--- config.mk ---
export PLATFORM = sky130hd
export DESIGN_NAME = spi_pkt_seq
export DESIGN_NICKNAME = d
export VERILOG_FILES = /design/src/rtl/spi_seq_pkg.sv /design/src/rtl/spi_seq_ctrl.sv /design/src/rtl/spi_byte_shift.sv /design/src/rtl/spi_seq_flags.sv /design/src/rtl/spi_pkt_seq.sv
export SDC_FILE = /design/constraint.sdc
export NUM_CORES = 1
export LEC_CHECK = 0
export BUFFER_PORTS_ARGS = -buffer_cell sky130_fd_sc_hd__buf_4
export CORE_ASPECT_RATIO = 1.4
export CORE_MARGIN = 4
export CORE_UTILIZATION = 44
export CTS_BUF_LIST = sky130_fd_sc_hd__clkbuf_2 sky130_fd_sc_hd__clkbuf_4 sky130_fd_sc_hd__clkbuf_8
export CTS_CLUSTER_DIAMETER = 200
export DETAILED_ROUTE_END_ITERATION = 10
export PLACE_DENSITY = 0.71
export SLEW_MARGIN = 10
export SYNTH_ARGS = -nofsm -noshare
export SYNTH_HDL_FRONTEND = slang
export SYNTH_SLANG_ARGS = --single-unit
--- constraint.sdc ---
create_clock -name clk -period 2.08 [get_ports clk]
set_input_delay 0.208 -clock clk [delete_from_list [all_inputs] [get_ports clk]]
set_output_delay 0.208 -clock clk [all_outputs]
set_load 0.01 [all_outputs]
--- src/rtl/spi_seq_pkg.sv ---
package spi_seq_pkg;

   localparam int CMD_W      = 18;
   localparam int B_ACT      = 0;
   localparam int B_RESUME   = 1;
   localparam int B_SRST     = 2;
   localparam int B_HOLD_EN  = 4;
   localparam int B_CPHA     = 8;
   localparam int B_CPOL     = 9;
   localparam int B_TX_MSB   = 12;
   localparam int B_RX_MSB   = 13;
   localparam int B_FIN_IE   = 16;
   localparam int B_HOLD_IE  = 17;

   typedef enum logic [1:0] {
      SQ_IDLE = 2'd0,
      SQ_RUN  = 2'd1,
      SQ_HOLD = 2'd2
   } seq_state_e;

   typedef struct packed {
      logic cpha;
      logic cpol;
      logic tx_msb;
      logic rx_msb;
      logic hold_en;
      logic fin_ie;
      logic hold_ie;
   } xfer_mode_t;

endpackage

--- src/rtl/spi_seq_ctrl.sv ---
module spi_seq_ctrl
   import spi_seq_pkg::*;
#(
   parameter int LEN_W  = 10,
   parameter int LOOP_W = 8
) (
   input  logic              clk,
   input  logic              rst_n,
   input  logic              cmd_we_i,
   input  logic [CMD_W-1:0]  cmd_word_i,
   input  logic [LEN_W-1:0]  len_m1_i,
   input  logic [LOOP_W-1:0] loop_m1_i,
   input  logic              byte_done_i,
   output seq_state_e        state_o,
   output xfer_mode_t        mode_o,
   output logic              launch_o,
   output logic              srst_o,
   output logic              fin_evt_o,
   output logic              hold_evt_o
);

   seq_state_e        state_q;
   xfer_mode_t        mode_q;
   logic [LEN_W-1:0]  len_q, bcnt_q;
   logic [LOOP_W-1:0] loop_q, lcnt_q;
   logic              srst, go, last;
   logic              unused_cmd;

   assign unused_cmd = ^{cmd_word_i[15:14], cmd_word_i[11:10], cmd_word_i[7:5], cmd_word_i[3]};

   assign srst = cmd_we_i & cmd_word_i[B_SRST];
   assign go   = cmd_we_i & ~srst &
                 ((cmd_word_i[B_ACT]    & (state_q == SQ_IDLE)) |
                  (cmd_word_i[B_RESUME] & (state_q == SQ_HOLD)));
   assign last = (state_q == SQ_RUN) & byte_done_i &
                 (bcnt_q == len_q) & (lcnt_q == loop_q);

   always_ff @(posedge clk or negedge rst_n) begin
      if (!rst_n) begin
         state_q <= SQ_IDLE;
         mode_q  <= '{cpha: 1'b0, cpol: 1'b0, tx_msb: 1'b1, rx_msb: 1'b1,
                      hold_en: 1'b0, fin_ie: 1'b0, hold_ie: 1'b0};
         len_q   <= '0;
         loop_q  <= '0;
         bcnt_q  <= '0;
         lcnt_q  <= '0;
      end else if (srst) begin
         state_q <= SQ_IDLE;
         bcnt_q  <= '0;
         lcnt_q  <= '0;
      end else if (go) begin
         state_q        <= SQ_RUN;
         mode_q.cpha    <= cmd_word_i[B_CPHA];
         mode_q.cpol    <= cmd_word_i[B_CPOL];
         mode_q.tx_msb  <= cmd_word_i[B_TX_MSB];
         mode_q.rx_msb  <= cmd_word_i[B_RX_MSB];
         mode_q.hold_en <= cmd_word_i[B_HOLD_EN];
         mode_q.fin_ie  <= cmd_word_i[B_FIN_IE];
         mode_q.hold_ie <= cmd_word_i[B_HOLD_IE];
         len_q          <= len_m1_i;
         loop_q         <= loop_m1_i;
         bcnt_q         <= '0;
         lcnt_q         <= '0;
      end else if ((state_q == SQ_RUN) && byte_done_i) begin
         if (bcnt_q == len_q) begin
            bcnt_q <= '0;
            if (lcnt_q == loop_q) begin
               lcnt_q  <= '0;
               state_q <= mode_q.hold_en ? SQ_HOLD : SQ_IDLE;
            end else begin
               lcnt_q <= lcnt_q + 1'b1;
            end
         end else begin
            bcnt_q <= bcnt_q + 1'b1;
         end
      end
   end

   assign state_o    = state_q;
   assign mode_o     = mode_q;
   assign launch_o   = go;
   assign srst_o     = srst;
   assign fin_evt_o  = last & ~mode_q.hold_en;
   assign hold_evt_o = last &  mode_q.hold_en;

endmodule

--- src/rtl/spi_byte_shift.sv ---
module spi_byte_shift #(
   parameter  int DATA_W = 8,
   localparam int HW     = $clog2(2 * DATA_W),
   localparam int IW     = $clog2(DATA_W)
) (
   input  logic              clk,
   input  logic              rst_n,
   input  logic              clr_i,
   input  logic              run_i,
   input  logic              tick_i,
   input  logic              cpol_i,
   input  logic              cpha_i,
   input  logic              tx_msb_i,
   input  logic              rx_msb_i,
   input  logic [DATA_W-1:0] tx_byte_i,
   input  logic              miso_i,
   output logic              sck_o,
   output logic              mosi_o,
   output logic              done_o,
   output logic              rx_valid_o,
   output logic [DATA_W-1:0] rx_byte_o
);

   localparam logic [HW-1:0] H_LAST = HW'(2 * DATA_W - 1);

   logic [HW-1:0]     h_q, h_m1;
   logic [IW-1:0]     tx_idx, rx_idx;
   logic [DATA_W-1:0] tx_rev, tx_ord, acc_q, acc_nx, acc_rev;
   logic              sample;
   logic              unused_h;

   for (genvar gi = 0; gi < DATA_W; gi++) begin : g_rev
      assign tx_rev[gi]  = tx_byte_i[DATA_W-1-gi];
      assign acc_rev[gi] = acc_nx[DATA_W-1-gi];
   end

   assign h_m1     = h_q - 1'b1;
   assign unused_h = h_m1[0];
   assign rx_idx   = h_q[HW-1:1];
   assign tx_idx   = cpha_i ? ((h_q == '0) ? '0 : h_m1[HW-1:1]) : h_q[HW-1:1];
   assign tx_ord   = tx_msb_i ? tx_rev : tx_byte_i;
   assign mosi_o   = tx_ord[tx_idx];
   assign sck_o    = cpol_i ^ h_q[0];
   assign sample   = run_i & tick_i & ~clr_i & (h_q[0] == cpha_i);
   assign done_o   = run_i & tick_i & ~clr_i & (h_q == H_LAST);

   always_comb begin
      acc_nx = acc_q;
      if (sample) acc_nx[rx_idx] = miso_i;
   end

   always_ff @(posedge clk or negedge rst_n) begin
      if (!rst_n) begin
         h_q        <= '0;
         acc_q      <= '0;
         rx_valid_o <= 1'b0;
         rx_byte_o  <= '0;
      end else begin
         rx_valid_o <= done_o;
         acc_q      <= acc_nx;
         if (clr_i)
            h_q <= '0;
         else if (run_i && tick_i)
            h_q <= h_q + 1'b1;
         if (done_o)
            rx_byte_o <= rx_msb_i ? acc_rev : acc_nx;
      end
   end

endmodule

--- src/rtl/spi_seq_flags.sv ---
module spi_seq_flags (
   input  logic clk,
   input  logic rst_n,
   input  logic fin_evt_i,
   input  logic hold_evt_i,
   input  logic fin_ie_i,
   input  logic hold_ie_i,
   input  logic rd_clr_i,
   output logic fin_flag_o,
   output logic hold_flag_o
);

   always_ff @(posedge clk or negedge rst_n) begin
      if (!rst_n) begin
         fin_flag_o  <= 1'b0;
         hold_flag_o <= 1'b0;
      end else begin
         if (fin_evt_i && fin_ie_i)
            fin_flag_o <= 1'b1;
         else if (rd_clr_i)
            fin_flag_o <= 1'b0;
         if (hold_evt_i && hold_ie_i)
            hold_flag_o <= 1'b1;
         else if (rd_clr_i)
            hold_flag_o <= 1'b0;
      end
   end

endmodule

--- src/rtl/spi_pkt_seq.sv ---
module spi_pkt_seq
   import spi_seq_pkg::*;
#(
   parameter  int DATA_W        = 8,
   parameter  int MAX_PKT_BYTES = 1024,
   parameter  int MAX_LOOPS     = 256,
   localparam int LEN_W         = $clog2(MAX_PKT_BYTES),
   localparam int LOOP_W        = $clog2(MAX_LOOPS)
) (
   input  logic              clk,
   input  logic              rst_n,
   input  logic              cmd_we_i,
   input  logic [CMD_W-1:0]  cmd_word_i,
   input  logic [LEN_W-1:0]  pkt_len_m1_i,
   input  logic [LOOP_W-1:0] pkt_loop_m1_i,
   input  logic              stat_rd_i,
   input  logic              sck_tick_i,
   input  logic [DATA_W-1:0] tx_data_i,
   output logic              tx_pop_o,
   input  logic              miso_i,
   output logic              sck_o,
   output logic              mosi_o,
   output logic              cs_n_o,
   output logic              rx_push_o,
   output logic [DATA_W-1:0] rx_data_o,
   output logic              busy_o,
   output logic              paused_o,
   output logic              fin_flag_o,
   output logic              pause_flag_o,
   output logic              irq_o
);

   if (DATA_W < 2 || (DATA_W & (DATA_W - 1)) != 0) begin : g_bad_data_w
      $error("DATA_W must be a power of two of at least 2");
   end
   if (MAX_PKT_BYTES < 2 || (MAX_PKT_BYTES & (MAX_PKT_BYTES - 1)) != 0) begin : g_bad_pkt
      $error("MAX_PKT_BYTES must be a power of two of at least 2");
   end
   if (MAX_LOOPS < 2 || (MAX_LOOPS & (MAX_LOOPS - 1)) != 0) begin : g_bad_loops
      $error("MAX_LOOPS must be a power of two of at least 2");
   end

   seq_state_e state;
   xfer_mode_t mode;
   logic       launch, srst, byte_done, fin_evt, hold_evt, run;

   assign run = (state == SQ_RUN);

   spi_seq_ctrl #(.LEN_W(LEN_W), .LOOP_W(LOOP_W)) u_ctrl (
      .clk         (clk),
      .rst_n       (rst_n),
      .cmd_we_i    (cmd_we_i),
      .cmd_word_i  (cmd_word_i),
      .len_m1_i    (pkt_len_m1_i),
      .loop_m1_i   (pkt_loop_m1_i),
      .byte_done_i (byte_done),
      .state_o     (state),
      .mode_o      (mode),
      .launch_o    (launch),
      .srst_o      (srst),
      .fin_evt_o   (fin_evt),
      .hold_evt_o  (hold_evt)
   );

   spi_byte_shift #(.DATA_W(DATA_W)) u_shift (
      .clk        (clk),
      .rst_n      (rst_n),
      .clr_i      (srst | launch),
      .run_i      (run),
      .tick_i     (sck_tick_i),
      .cpol_i     (mode.cpol),
      .cpha_i     (mode.cpha),
      .tx_msb_i   (mode.tx_msb),
      .rx_msb_i   (mode.rx_msb),
      .tx_byte_i  (tx_data_i),
      .miso_i     (miso_i),
      .sck_o      (sck_o),
      .mosi_o     (mosi_o),
      .done_o     (byte_done),
      .rx_valid_o (rx_push_o),
      .rx_byte_o  (rx_data_o)
   );

   spi_seq_flags u_flags (
      .clk         (clk),
      .rst_n       (rst_n),
      .fin_evt_i   (fin_evt),
      .hold_evt_i  (hold_evt),
      .fin_ie_i    (mode.fin_ie),
      .hold_ie_i   (mode.hold_ie),
      .rd_clr_i    (stat_rd_i),
      .fin_flag_o  (fin_flag_o),
      .hold_flag_o (pause_flag_o)
   );

   assign tx_pop_o = byte_done;
   assign busy_o   = run;
   assign paused_o = (state == SQ_HOLD);
   assign cs_n_o   = (state == SQ_IDLE);
   assign irq_o    = fin_flag_o | pause_flag_o;

endmodule

==> results of run 1 <==
## per-stage QoR
stage	power, mW	hold WS, ps	std cells
after floorplan	2.15	-87.6	331
after global placement	2.42	380	504
after detailed placement	2.46	384	504
after CTS	3.55	21.7	521
after global routing	3.72	21.4	526
final	3.52	39.1	526
## timing repair
item	4_1_cts	5_1_grt
resized for setup	2	11
hold endpoints to repair	27	0
pin swaps	1	5
setup buffers	0	5
setup endpoints to repair	2	10
hold buffers	1	0
## cell usage in the layout (no fill, tap or decap), drive strengths merged, types with 6 or more instances in the layout
cell type | synthesis | layout
buf | 7 | 91
dfrtp | 66 | 66
mux2 | 32 | 32
xor2 | 23 | 23
a21oi | 22 | 22
nand2 | 19 | 19
o21ai | 16 | 16
inv | 14 | 15
nand3 | 13 | 13
nor2 | 12 | 12
nor3 | 10 | 10
clkbuf | 6 | 10
o31ai | 9 | 9
or3 | 6 | 6
and3 | 6 | 6
or4 | 6 | 6
## where the power goes
group          internal (mW)  switching (mW)  leakage [nW]
registers               1.48           0.129         0.888
clock network          0.566           0.512        0.0961
logic                  0.446           0.382          1.17
## final timing paths
check / from / endpoint / slack [ps] / cells past startpoint
hold / removal: stat_rd_i / u_flags.fin_flag_o$_DFFE_PN0P_ / 40 / 2
setup reg to reg: u_shift.h_q[2]$_DFFE_PN0P_ / u_ctrl.bcnt_q[5]$_DFFE_PN0P_ / 60 / 8
min in group asynchronous: rst_n / u_shift.rx_byte_o[5]$_DFFE_PN0N_ / 480 / 2
max in group asynchronous: rst_n / u_shift.h_q[2]$_DFFE_PN0P_ / 940 / 2
setup / recovery: u_shift.h_q[1]$_DFFE_PN0P_ / mosi_o / -430 / 8
hold reg to reg: u_shift.rx_byte_o[2]$_DFFE_PN0N_ / u_shift.rx_byte_o[2]$_DFFE_PN0N_ / 490 / 2
## area by class of cell
type | instances | area [µm²]
Tap cell | 100 | 125
Clock inverter | 6 | 63.8
Timing Repair Buffer | 92 | 718
Fill cell | 680 | 3230
Multi-Input combinational cell | 236 | 1860
Inverter | 14 | 55.1
Sequential cell | 68 | 1710
Clock buffer | 10 | 131
## flip-flops by register name, summed over array words and instances (netlist names)
name / cells
u_shift.rx_valid_o: 1
u_shift.rx_byte_o: 8
u_ctrl.len_q: 10
u_flags.hold_flag_o: 1
u_ctrl.bcnt_q: 10
u_shift.acc_q: 8
u_ctrl.lcnt_q: 8
u_flags.fin_flag_o: 1
u_ctrl.loop_q: 8
u_shift.h_q: 4
u_ctrl.mode_o: 7
u_ctrl.state_o: 2
## per-layer routing
| metal | track usage | vias up | wire, µm |
|---|---|---|---|
| li1 | - | 1395 | - |
| met2 | 0.320 | 51 | 4490 |
| met5 | 0 | - | 0 |
| met1 | 0.186 | 1417 | 3200 |
| met4 | 0.0676 | 0 | 139 |
| met3 | 0.0423 | 11 | 290 |
## critical path: cells and delay by family, from the launching register on
| kind | cells | cell delay [ps] |
|---|---|---|
| muxes | 3 | 730 |
| DFF | 1 | 450 |
| AOI/OAI and AO/OA | 1 | 230 |
| buffers and inverters | 2 | 210 |
| and+or+nand+nor | 1 | 190 |
| adders and majority gates | 1 | 130 |
## logic make-up (layout without fill, tap and decap cells)
| group | after synthesis | count (layout) | synth area share |
|---|---|---|---|
| XOR/XNOR | 25 | 25 | 0.0604 |
| adder cells (fa/ha/maj) | 5 | 5 | 0.0173 |
| multiplexers | 41 | 41 | 0.138 |
| AND/OR/NAND/NOR | 94 | 94 | 0.155 |
| flip-flops | 68 | 68 | 0.470 |
| AO/OA/AOI/OAI | 71 | 71 | 0.126 |
| buffers and inverters | 27 | 122 | 0.0328 |
==> reports/metrics.cfg, run 1 <==
[outcome]
outcome=finished with violations
violations=negative setup slack

[timing]
drv_slew=0
fin_crit_ps=2510
finClkSkew_ps=14.1
tightest_slew_ps=865
rsz0062_at_grt=true
fin_crit_sh=1.21
clock.fmax_mhz=399
layout_setup_ws_ps=-428
setup_viol=1
hold_violations=0
tns_ps=-428
relSlewSlack=0.424

[detailed_routing]
ant_nets=0
detail_route.wl_per_cell_um=15.4
drc_errors=0
vias_per_cell=5.46
firstDrtPassIters=4
routed-via-count=2874
drt_iter0_markers=125
routed_wl_um=8120

[placement]
place_hpwl_um=6130
gp_congestion=0.776
placed_cell_area_um2=4360
post-place-ws_ps=-34.5
io_buffers=59

[clocking]
cts-buffers-inserted=9
clk_pin_slew_ps=70
clock_sink_count=68
h-tree-depth=3
cts_root_buffer=clkbuf_8
cts_tree=yes
clk_latency_ps=360
cts_buffer_depth=2

[synth]
syn_nets=386
yosys-top-cells-count=dfrtp_1, mux2_2, xor2_1
synth.most_common_cell=dfrtp_1
synth_top_area_share=0.456
async_flop_share=1.00
synth-seq-area-share=0.470
synth_area_leaders=dfrtp_1, mux2_2, xor2_1
syn_avg_cell_area_um2=11.0
synthCells=331
yosysUniqueCellTypes=52
yosysTopAreaCell=dfrtp_1
yosysWarnings=0
synthesis.area_um2=3620
synth-edff-count=0
ys.flop_type=dfrtp_1
ys_ff_latch=68

[die]
num_rows=38
fp.dieW_um=84.7
core_um2=7890
start_util=0.459
die_h_um=115
dieArea_um2=9780
io_pins=68

[pwr]
powerDensity_nw_per_um2=754
ir_worst_vdd_mv=0.503
leakage_nw=2.15

[global_routing]
antenna_found_initial=0
grt_pass1_wl_um=13300
grt_pass1_vias=2918
grt_max_degree=69
grt_usage=0.172
grt_remaining_overflow=0

[setup_path]
path_common_cell=mux2i_1
path_cells=inv_4 -> ha_4 -> nor3b_4 -> o22a_1 -> mux4_2 -> mux2i_1 -> mux2i_1 -> buf_4
crit_slowest_cell=mux4_2
cp-start-kind=flop
crit_type=reg2out
max_stage_delay_ps=500
cp-end-kind=primary output
required_ps=1870
crit_path_max_fanout=4
worstPathArrival_ps=2300

[finish]
final_core_util=0.591
design_area_um2=4660
diodes=0
drive_gt1_frac=0.392
final_net_count=476
area_growth_pct=28.7

[run]
drv_cap=0

[min_path]
hold_path_class=in2reg

(Power assumes the default switching activity.)
==> run 2, diff against run 1 <==
--- a/config.mk
+++ b/config.mk
@@ -6,10 +6,10 @@
 export NUM_CORES = 1
 export LEC_CHECK = 0
 export BUFFER_PORTS_ARGS = -buffer_cell sky130_fd_sc_hd__buf_4
+export CAP_MARGIN = 20
 export CORE_ASPECT_RATIO = 1.4
 export CORE_MARGIN = 4
 export CORE_UTILIZATION = 44
-export CTS_BUF_LIST = sky130_fd_sc_hd__clkbuf_2 sky130_fd_sc_hd__clkbuf_4 sky130_fd_sc_hd__clkbuf_8
 export CTS_CLUSTER_DIAMETER = 200
 export DETAILED_ROUTE_END_ITERATION = 10
 export PLACE_DENSITY = 0.71
==> run 2 against run 1 <==
The run still ends with negative setup slack left; flip-flop and latch count is the same; global-route usage is essentially flat; first-iteration DRC count rose by 18%; clock power barely moved; wire length grew 0.43%; cell area about the same; core utilization is essentially flat.
==> reports/metrics.cfg, run 2 (synthesis results as in run 1) <==
[detailed_routing]
ant_nets=0
vias_per_cell=5.49
firstDrtPassIters=4
detail_route.wl_per_cell_um=15.5
routed_wl_um=8150
routed-via-count=2887
drc_errors=0
drt_iter0_markers=147

[global_routing]
grt_usage=0.172
grt_max_degree=69
antenna_found_initial=0
grt_remaining_overflow=0
grt_pass1_vias=2916
grt_pass1_wl_um=13300

[timing]
fin_crit_ps=2510
rsz0062_at_grt=true
finClkSkew_ps=12.5
hold_violations=0
drv_slew=0
tightest_slew_ps=866
setup_viol=1
relSlewSlack=0.423
clock.fmax_mhz=399
layout_setup_ws_ps=-429
fin_hold_ws_ps=38.7
fin_crit_sh=1.21

[outcome]
outcome=finished with violations
violations=negative setup slack

[setup_path]
crit_cells=8
cp_top_family=multiplexers
crit_path_max_fanout=4
worstPathArrival_ps=2300
crit_slowest_cell=mux4_2
path_buf_inv=2
r2r_cells=8
required_ps=1870
path_cells=inv_4 -> ha_4 -> nor3b_4 -> o22a_1 -> mux4_2 -> mux2i_1 -> mux2i_1 -> buf_4
max_stage_delay_ps=500
path_common_cell=mux2i_1
cp-end-kind=primary output
crit_type=reg2out
cp-start-kind=flop

[clocking]
cts-buffers-inserted=9
cts_tree=yes
clk_latency_ps=360
cts_buffer_depth=2
clk_pin_slew_ps=70
cts_root_buffer=clkbuf_8
h-tree-depth=3
clock_sink_count=68

[die]
fp.dieW_um=84.7
io_pins=68
dieArea_um2=9780
num_rows=38
die_h_um=115
start_util=0.459
core_um2=7890

[pwr]
leakage_nw=2.15
switching_share=0.292
switchingPower_mw=1.02
pwr-share-clk=0.304
power_mw=3.51
powerDensity_nw_per_um2=752
combPwrFrac=0.236
p_seq_frac=0.460
ir_worst_vdd_mv=0.503
internal_power_mw=2.48

[placement]
dp_cells=504
post-place-ws_ps=-34.5
place_hpwl_um=6130
io_buffers=59
gp_congestion=0.776

[finish]
final_cells=526
layout_commonest_cell=buf_4
final_net_count=476
final_cell_mix=buf_4, dfrtp_1, mux2_2
top_regs=u_ctrl.bcnt_q: 10 flops, u_ctrl.len_q: 10 flops
drive_gt1_frac=0.390
area_growth_pct=28.6
diodes=0

[min_path]
hold_path_class=in2reg
hold_depth=2

[run]
drv_cap=0

[run 2: power groups by stage]
stage               combinational, mW  clock (mW)  sequential, mW
detailed placement              0.816           0            1.64
global placement                0.787           0            1.63
CTS                             0.823        1.10            1.61
finish                          0.828        1.06            1.61
global route                    0.915        1.17            1.63
floorplan                       0.571           0            1.58
[run 2: final cells by class]
type	instances	area (µm²)
Tap cell	100	125
Clock buffer	10	128
Timing Repair Buffer	92	718
Fill cell	682	3230
Multi-Input combinational cell	236	1860
Clock inverter	6	63.8
Inverter	14	55.1
Sequential cell	68	1710
[run 2: final timing paths]
path / startpoint / slack, ps / to
worst max-delay path: u_shift.h_q[1]$_DFFE_PN0P_ / -430 / mosi_o
worst min-delay path: stat_rd_i / 40 / u_flags.fin_flag_o$_DFFE_PN0P_
worst max register to register: u_shift.h_q[2]$_DFFE_PN0P_ / 60 / u_ctrl.bcnt_q[5]$_DFFE_PN0P_
worst min register to register: u_shift.rx_byte_o[2]$_DFFE_PN0N_ / 490 / u_shift.rx_byte_o[2]$_DFFE_PN0N_
max in group asynchronous: rst_n / 940 / u_shift.h_q[2]$_DFFE_PN0P_
min in group asynchronous: rst_n / 480 / u_shift.rx_byte_o[5]$_DFFE_PN0N_
[run 2: layer usage]
metal,wire length [µm],track usage,up-vias
li1,-,-,1396
met1,3230,0.188,1421
met2,4480,0.319,59
met3,300,0.0423,11
met4,139,0.0676,0
met5,0,0,-
[run 2: through the flow]
stage               instance area, µm²   util  TNS (ps)
floorplan                         3660      -         0
CTS                               4570  0.579      -442
global route                      4660  0.591      -560
detailed placement                4360  0.553     -34.5
finish                            4660  0.591      -429
global placement                  4360  0.553         0
[run 2: what timing repair did]
item / CTS / global route
setup buffers: 0 / 5
setup endpoints to repair: 2 / 10
gates cloned: 0 / 0
endpoints found under the hold margin: 27 / 0
hold buffers: 1 / 0
pin swaps: 1 / 5
resized for setup: 2 / 11
==> run 3, diff against run 2 <==
--- a/config.mk
+++ b/config.mk
@@ -5,14 +5,15 @@
 export SDC_FILE = /design/constraint.sdc
 export NUM_CORES = 1
 export LEC_CHECK = 0
-export BUFFER_PORTS_ARGS = -buffer_cell sky130_fd_sc_hd__buf_4
+export ABC_AREA = 1
+export BUFFER_PORTS_ARGS = -buffer_cell sky130_fd_sc_hd__buf_2
 export CAP_MARGIN = 20
 export CORE_ASPECT_RATIO = 1.4
-export CORE_MARGIN = 4
+export CORE_MARGIN = 3
 export CORE_UTILIZATION = 44
 export CTS_CLUSTER_DIAMETER = 200
 export DETAILED_ROUTE_END_ITERATION = 10
-export PLACE_DENSITY = 0.71
+export PLACE_DENSITY = 0.7
 export SLEW_MARGIN = 10
 export SYNTH_ARGS = -nofsm -noshare
 export SYNTH_HDL_FRONTEND = slang
==> run 3 against run 2 <==
The run now ends clean; clock skew shrank 2.0 ps; total power increased by 25%; setup slack improved by 510 ps; flip-flop and latch count did not move; non-clock buffer count decreased by 16; hold slack better by 62 ps; global-route usage increased by 1.7 points; via count up 28%; register-to-register slack improved by 220 ps; combinational power up 38%; core utilization is 3.1 points lower; critical endpoint unchanged; largest power group unchanged.
==> reports/metrics.cfg, run 3 <==
[detailed_routing]
drc_errors=0
routed_wl_um=9210
ant_nets=0
routed-via-count=3693
vias_per_cell=5.19
firstDrtPassIters=5
detail_route.wl_per_cell_um=13.0
drt_iter0_markers=158

[placement]
io_buffers=59
gp_congestion=0.909
post-place-ws_ps=192
place_hpwl_um=6480

[synth]
async_flop_share=1.00
synthesis.area_um2=4000
ys_ff_latch=68
synth-seq-area-share=0.426
yosysTopAreaCell=dfrtp_1
synthCells=532
syn_avg_cell_area_um2=7.53
synth_area_leaders=dfrtp_1, nand2_1, nand3_1
yosysUniqueCellTypes=35
yosysWarnings=0
synth.most_common_cell=nand2_1
synth_top_area_share=0.413
yosys-top-cells-count=nand2_1, dfrtp_1, nor2_1
synth-edff-count=0
syn_nets=587
ys.flop_type=dfrtp_1

[pwr]
power_mw=4.39
internal_power_mw=2.99
p_seq_frac=0.394
switching_share=0.317
ir_worst_vdd_mv=0.445
combPwrFrac=0.260
powerDensity_nw_per_um2=900
switchingPower_mw=1.39
pwr-share-clk=0.347
leakage_nw=2.60

[finish]
final_cell_mix=nand2_1, dfrtp_1, buf_2
multi_input_area_um2=2070
layout_commonest_cell=nand2_1
final-seq-area_um2=1710
final_net_count=657
area_growth_pct=21.7
drive_gt1_frac=0.241
diodes=0
top_regs=u_ctrl.bcnt_q: 10 flops, u_ctrl.len_q: 10 flops
nFillCells=801

[outcome]
outcome=completed

[setup_path]
cp-end-kind=primary output
r2r-start=u_ctrl.state_o[1]$_DFFE_PN0P_
crit_path_max_fanout=8
path_cells=inv_4 -> ha_4 -> nor2_2 -> nand2_2 -> nand3_4 -> o211ai_1 -> nand2_1 -> nand2_1 -> nand2_1 -> buf_2
crit_slowest_cell=dfrtp_2
crit_type=reg2out
worst-r2r-setup-slack_ps=280
reg2reg_to=u_shift.rx_byte_o[5]$_DFFE_PN0N_
r2r_cells=7
worstPathArrival_ps=1790
path_common_cell=nand2_1
max_stage_delay_ps=450
cp-start-kind=flop
required_ps=1870

[die]
core_um2=8710
io_pins=68
dieArea_um2=10300
num_rows=40
die_h_um=119
start_util=0.460
fp.dieW_um=86.6

[timing]
setup_viol=0
layout_setup_ws_ps=80.2
tightest_slew_ps=553
fin_crit_ps=2000
clock.fmax_mhz=500
hold_violations=0
relSlewSlack=0.631
rsz0062_at_grt=true
finClkSkew_ps=10.5
fin_crit_sh=0.961
drv_slew=0

[clocking]
cts_tree=yes
h-tree-depth=3
cts-buffers-inserted=9
cts_root_buffer=clkbuf_16
clock_sink_count=68
cts_buffer_depth=2
clk_latency_ps=340
clk_pin_slew_ps=60

[run]
drv_cap=0

[global_routing]
grt_pass1_wl_um=15600
grt_remaining_overflow=0
grt_pass1_vias=3512
grt_max_degree=69
antenna_found_initial=0
grt_usage=0.189

[min_path]
hold_depth=2
min_from=pkt_len_m1_i[8]
worstHoldEndpoint=u_ctrl.len_q[8]$_DFFE_PN0P_
hold_path_class=in2reg

run 3: cell types whose count changed after synthesis, sizes merged, moves of 6 or more:
cell   before  now
o31ai       9    0
inv        14   50
nor2       12   64
nand3      13   57
or3         6    0
nand4       3   21
buf         7   15
nand2      19  171
xor2       23   14
mux2       32    7
or4         6    0
run 3: per-layer routing:
layer	up-vias	GRT usage	wire, µm
met4	0	0.0741	167
met2	88	0.327	4840
met5	-	0	0
met3	13	0.0512	441
li1	1859	-	-
met1	1733	0.218	3760
run 3: worst max-delay path by stage:
stage | start | endpoint
after detailed placement | u_shift.h_q[0]$_DFFE_PN0P_ | mosi_o
final | u_shift.h_q[0]$_DFFE_PN0P_ | mosi_o
after CTS | u_shift.h_q[1]$_DFFE_PN0P_ | mosi_o
after global routing | u_shift.h_q[0]$_DFFE_PN0P_ | mosi_o
after global placement | u_shift.h_q[0]$_DFFE_PN0P_ | mosi_o
after floorplan | u_shift.h_q[1]$_DFFE_PN0P_ | mosi_o
run 3: cell families (layout without fill, tap and decap cells):
kind of cell             Yosys count  count (layout)  share of synthesized area
buffers and inverters             71             145                     0.0787
AND/OR/NAND/NOR                  321             321                      0.369
multiplexers                       7               7                     0.0197
AO/OA/AOI/OAI                     46              46                     0.0609
adder cells (fa/ha/maj)            5               5                     0.0156
XOR/XNOR                          14              14                     0.0306
flip-flops                        68              68                      0.426
run 3: worst max-delay path: cells and delay by family, from the launching register on:
kind | cells | cell delay [ps]
AOI/OAI and AO/OA | 1 | 210
buffers and inverters | 2 | 240
DFF | 1 | 450
adders and majority gates | 1 | 170
and+or+nand+nor | 6 | 380
run 3: metrics by stage:
stage / cell area [µm²] / util / TNS (ps) / cells / hold WS [ps]
5_1_grt: 4870 / 0.560 / -42.0 / 711 / 101
3_3_place_gp: 4390 / 0.504 / 0 / 685 / 263
2_1_floorplan: 4000 / - / 0 / 532 / -87.6
4_1_cts: 4750 / 0.545 / 0 / 704 / 89.0
6_report: 4870 / 0.560 / 0 / 711 / 101
3_5_place_dp: 4390 / 0.504 / 0 / 685 / 263
run 3: power groups by stage:
stage,combinational [mW],sequential [mW],clock [mW]
final,1.14,1.73,1.52
after global placement,0.979,1.73,0
after global routing,1.30,1.76,1.62
after detailed placement,1.02,1.74,0
after floorplan,0.796,1.68,0
after CTS,1.07,1.72,1.55
run 3: area by class of cell:
| class | instances | share of cell area |
|---|---|---|
| inverter | 53 | 0.0426 |
| clock inverter | 2 | 0.00719 |
| timing repair buffer | 76 | 0.0924 |
| tap | 105 | 0.0270 |
| timing repair inverter | 1 | 0.00154 |
| multi-input combinational | 393 | 0.425 |
| sequential | 68 | 0.351 |
| clock buffer | 13 | 0.0534 |
run 3: repair_timing:
action	CTS	global route
pin swaps	0	5
hold buffers	1	0
gates resized for setup	9	18
endpoints found under the setup margin	1	1
endpoints found under the hold margin	66	0
buffers inserted	3	6
cloned	0	1
